--- config.mk ---
export PLATFORM = sky130hd
export DESIGN_NAME = rx_status_trailer
export DESIGN_NICKNAME = d
export VERILOG_FILES = /design/src/rtl/rx_status_trailer.sv
export SDC_FILE = /design/constraint.sdc
export NUM_CORES = 1
export LEC_CHECK = 0
export BUFFER_PORTS_ARGS = -buffer_cell sky130_fd_sc_hd__buf_2
export CORE_MARGIN = 2
export CORE_UTILIZATION = 51
export CTS_BUF_LIST = sky130_fd_sc_hd__clkbuf_4
export DETAILED_ROUTE_END_ITERATION = 16
export GPL_TIMING_DRIVEN = 0
export PLACE_DENSITY = 0.71
export SKIP_CTS_REPAIR_TIMING = 1
export SYNTH_ARGS = -nofsm -noshare
export SYNTH_HDL_FRONTEND = slang
export SYNTH_SLANG_ARGS = --single-unit
export TNS_END_PERCENT = 100
--- constraint.sdc ---
create_clock -name clk -period 4.5 [get_ports clk]
set_clock_uncertainty 0.1 [all_clocks]
set_input_delay 0.45 -clock clk [delete_from_list [all_inputs] [get_ports clk]]
set_output_delay 0.45 -clock clk [all_outputs]
set_load 0.01 [all_outputs]
--- src/rtl/rx_status_trailer.sv ---
module rx_status_trailer #(
  parameter int HDR_LEN     = 14,
  parameter int MIN_PAYLOAD = 46
) (
  input  logic       clk,
  input  logic       rst_n,
  input  logic       strip_en,
  input  logic       in_valid,
  output logic       in_ready,
  input  logic [7:0] in_data,
  input  logic       in_last,
  input  logic [3:0] in_err,
  input  logic [7:0] runt_cnt,
  input  logic [7:0] coll_cnt,
  output logic       out_valid,
  input  logic       out_ready,
  output logic [7:0] out_data,
  output logic       out_last
);
  localparam int CW   = 12;
  localparam int CMAX = (1 << CW) - 1;

  typedef enum logic [2:0] {S_DATA, S_LO, S_HI, S_RUNT, S_COLL} st_t;

  st_t           st;
  logic [CW-1:0] pos, cnt;
  logic [15:0]   lenf;
  logic [3:0]    flg;
  logic [7:0]    runt_q, coll_q;
  logic          drop, acc, fwd;
  logic [CW-1:0] cnt_nx, pos_nx;
  logic [3:0]    flg_nx;
  logic [15:0]   stat;

  wire in_data_st = (st == S_DATA);

  always_comb
    drop = strip_en && (32'(pos) >= HDR_LEN) && (32'(lenf) < MIN_PAYLOAD)
           && (32'(pos) >= HDR_LEN + 32'(lenf));

  assign in_ready = in_data_st && (out_ready || drop);
  assign acc      = in_valid && in_ready;
  assign fwd      = acc && !drop;
  assign cnt_nx   = (fwd && cnt != CW'(CMAX)) ? cnt + 1'b1 : cnt;
  assign pos_nx   = (pos != CW'(CMAX)) ? pos + 1'b1 : pos;
  assign flg_nx   = acc ? (flg | in_err) : flg;
  assign stat     = {flg, cnt};

  assign out_valid = in_data_st ? (in_valid && !drop) : 1'b1;
  assign out_last  = (st == S_COLL);

  always_comb begin
    case (st)
      S_LO:    out_data = stat[7:0];
      S_HI:    out_data = stat[15:8];
      S_RUNT:  out_data = runt_q;
      S_COLL:  out_data = coll_q;
      default: out_data = in_data;
    endcase
  end

  always_ff @(posedge clk) begin
    if (!rst_n) begin
      st     <= S_DATA;
      pos    <= '0;
      cnt    <= '0;
      lenf   <= '0;
      flg    <= '0;
      runt_q <= '0;
      coll_q <= '0;
    end else begin
      case (st)
        S_DATA: if (acc) begin
          pos <= pos_nx;
          cnt <= cnt_nx;
          flg <= flg_nx;
          if (pos == CW'(HDR_LEN - 2)) lenf[15:8] <= in_data;
          if (pos == CW'(HDR_LEN - 1)) lenf[7:0]  <= in_data;
          if (in_last) begin
            st     <= S_LO;
            runt_q <= runt_cnt;
            coll_q <= coll_cnt;
          end
        end
        S_LO:   if (out_ready) st <= S_HI;
        S_HI:   if (out_ready) st <= S_RUNT;
        S_RUNT: if (out_ready) st <= S_COLL;
        default: if (out_ready) begin
          st   <= S_DATA;
          pos  <= '0;
          cnt  <= '0;
          lenf <= '0;
          flg  <= '0;
        end
      endcase
    end
  end
endmodule

==> impl_metrics.ini <==
[synthesis]
synth_top_flop_cell = dfxtp_1
synthArstFlopShare = 0
synth_area_um2 = 3730
yosysWarnings = 0
seq_area_frac_synth = 0.338
synth-edff-count = 0
synth_cells = 439
synth_nets = 491
synthDistinctLibCells = 53
synth-seq-cells = 63
avgSynthCellArea_um2 = 8.50

[clock_network]
htreeDepth = 3
worstSkewPairLatency_ps = 420
cts-root-buf = clkbuf_4
cts_buffers = 9
cts_tree = yes
cts.clk_slew.worst_paths_ps = 120
cts_buffer_depth = 2
cts.sinks = 63

[route]
drt_pass1_iterations = 4
wl_per_cell_um = 16.6
antenna_left = 0
dr_total_vias = 3487
wl_um = 9890
drc = 0
drt_iter0_drc = 140
via_per_inst = 5.85

[timing]
finalSetupTns_ps = 0
fin_crit_ps = 3700
hold_viol_final = 0
hold_slack_ps = 165
finalSetupViolCount = 0
drv_slew = 0
post-route-period-util = 0.822
rsz0062_at_grt = no
relSlewSlack = 0.393
fmaxAchievable_mhz = 270
tightest_slew_ps = 903

[floorplanning]
die-area_um2 = 8020
core_area_um2 = 7180
initial_core_util = 0.520
die_w_um = 89.6
die_h_um = 89.6
fp-row-count = 31
ios = 45

[power]
p_per_area_nw_per_um2 = 269
ir_drop_mv = 0.192
leakagePower_nw = 1.66
fin_total_pwr_mw = 1.13

[setup_path]
path_cells = inv_1, ha_1, a21oi_1, nand3_1, xor2_1, ha_1, nand3_1, a211oi_2, a221oi_2, a211o_2, a21oi_1, buf_2
r2r_cells = 13
worstReg2RegEnd = pos[11]$_SDFFE_PN0P_
worstReg2RegStart = lenf[1]$_SDFFE_PN0P_
cp.arrival_ps = 3150
critPathLaunchType = flop
slowest_delay_ps = 410
critPathKind = flop to output pin
reg2reg_slack_ps = 1020
worst_setup_path_end_kind = output pin
cp_max_fo = 7
crit_slowest_cell = dfxtp_1
critPathRequiredTime_ps = 3950

[finish]
area_growth_pct = 12.5
antenna_cells = 0
drive_gt1_frac = 0.167
finalNetCount = 544

[placed_design]
gp_congestion = 0.884
dp_hpwl_um = 7460
io_buffers = 42

[worst_hold_path]
hold_depth = 3
whs_endpoint = flg[2]$_SDFFE_PN0P_
hold_path_class = input pin to flop
min_from = in_err[2]

[global_routing]
globalRouteTotalUtil = 0.261
grt_pass1_vias = 3289
overflow = 0
antenna_found_initial = 0
grt_pass1_wl_um = 15900
grt_max_degree = 11

[run]
cap_violations = 0

[run_status]
status = completed
[kinds of logic after synthesis]
family | after synthesis | share of synthesized area
AO/OA/AOI/OAI | 117 | 0.203
XOR/XNOR | 10 | 0.0235
adder cells (fa/ha/maj) | 18 | 0.0603
buffers and inverters | 40 | 0.0466
flip-flops | 63 | 0.338
multiplexers | 33 | 0.109
AND/OR/NAND/NOR | 158 | 0.220
[Yosys cell counts (all sizes together) (5+ instances only)]
cell	n	area, um^2
ha	18	225
o21ai	35	179
buf	11	63.8
a21oi	28	140
mux4	6	135
nand3	44	225
mux2i	27	270
a31oi	7	43.8
nor2	28	113
nor2b	19	119
xor2	5	43.8
dfxtp	63	1260
o31ai	11	82.6
and3	7	48.8
clkbuf	18	68.8
inv	11	41.3
o211ai	11	82.6
xnor2	5	43.8
nand4	6	37.5
nand2	30	113
[cell usage in the layout, fill, tap and decap left out, types with 4 or more instances in the layout]
cell type / Yosys / routed
o211ai_1: 11 / 11
clkbuf_1: 17 / 17
dfxtp_1: 63 / 63
nand3_1: 43 / 43
xor2_1: 5 / 5
ha_1: 18 / 18
o21ai_0: 30 / 30
nand4_1: 6 / 6
o41ai_1: 4 / 4
nor4_1: 4 / 4
xnor2_1: 5 / 5
nor3_1: 4 / 4
nand2_1: 30 / 30
or4_1: 4 / 4
buf_2: 6 / 48
a21oi_1: 28 / 28
mux2i_1: 27 / 27
a21o_1: 4 / 4
o21ai_1: 4 / 4
clkbuf_4: 0 / 11
mux4_2: 6 / 6
and3_1: 6 / 6
a31oi_1: 7 / 7
inv_1: 11 / 11
and2_1: 4 / 4
nor2b_1: 19 / 19
nor2_1: 27 / 27
o31ai_1: 11 / 11
[report_power, final]
part	internal [mW]	switching, mW
Sequential	0.570	0.0130
Clock	0.178	0.204
Combinational	0.0673	0.0989
Total	0.815	0.316
[metal layers]
metal | share of wire | track usage | routed length [um]
met5 | 0 | 0 | 0
met4 | 0.021 | 0.0882 | 212
met1 | 0.45 | 0.328 | 4430
met3 | 0.044 | 0.0702 | 438
met2 | 0.49 | 0.432 | 4810
[how the worst max path moves through the flow]
stage                              start                     end  cells past startpoint
detailed placement  lenf[1]$_SDFFE_PN0P_     pos[7]$_SDFFE_PN0P_                     13
CTS                 lenf[1]$_SDFFE_PN0P_                in_ready                     12
global placement    lenf[1]$_SDFFE_PN0P_  coll_q[6]$_SDFFE_PN0P_                     15
finish              lenf[1]$_SDFFE_PN0P_                in_ready                     12
floorplan           lenf[1]$_SDFFE_PN0P_    pos[11]$_SDFFE_PN0P_                     13
global route        lenf[1]$_SDFFE_PN0P_                in_ready                     12
[stage by stage]
step | std cells | instance area, um^2 | util | setup slack [ps]
after global routing | 596 | 4200 | 0.585 | 577
after CTS | 596 | 4200 | 0.585 | 780
final | 596 | 4200 | 0.585 | 801
after detailed placement | 580 | 4070 | 0.567 | 1060
after global placement | 580 | 4070 | 0.567 | 1160
after floorplan | 439 | 3730 | - | 1410
[area by class of cell]
class,count,area (um^2)
plain buffers,29,133
clock buffers,11,82.6
clock inverters,5,48.8
well taps,99,124
fillers,668,2980
repair buffers,42,210
multi-input cells,336,2300
flip-flops and latches,63,1260
inverters,11,41.3
[worst max-delay path: cells and delay by family, from the launching register on]
kind	cells	cell delay (ps)
buf+inv	2	210
compound gates	5	1150
fa+ha+maj	2	550
simple gates	2	240
xor+xnor	1	160
flops	1	410
[state kept, by name (all words and copies together), names as in the netlist]
| register | flops |
|---|---|
| lenf | 16 |
| cnt | 12 |
| pos | 12 |
| coll_q | 8 |
| runt_q | 8 |
| flg | 4 |
| st | 3 |
Power figures use the tool's default switching activity.
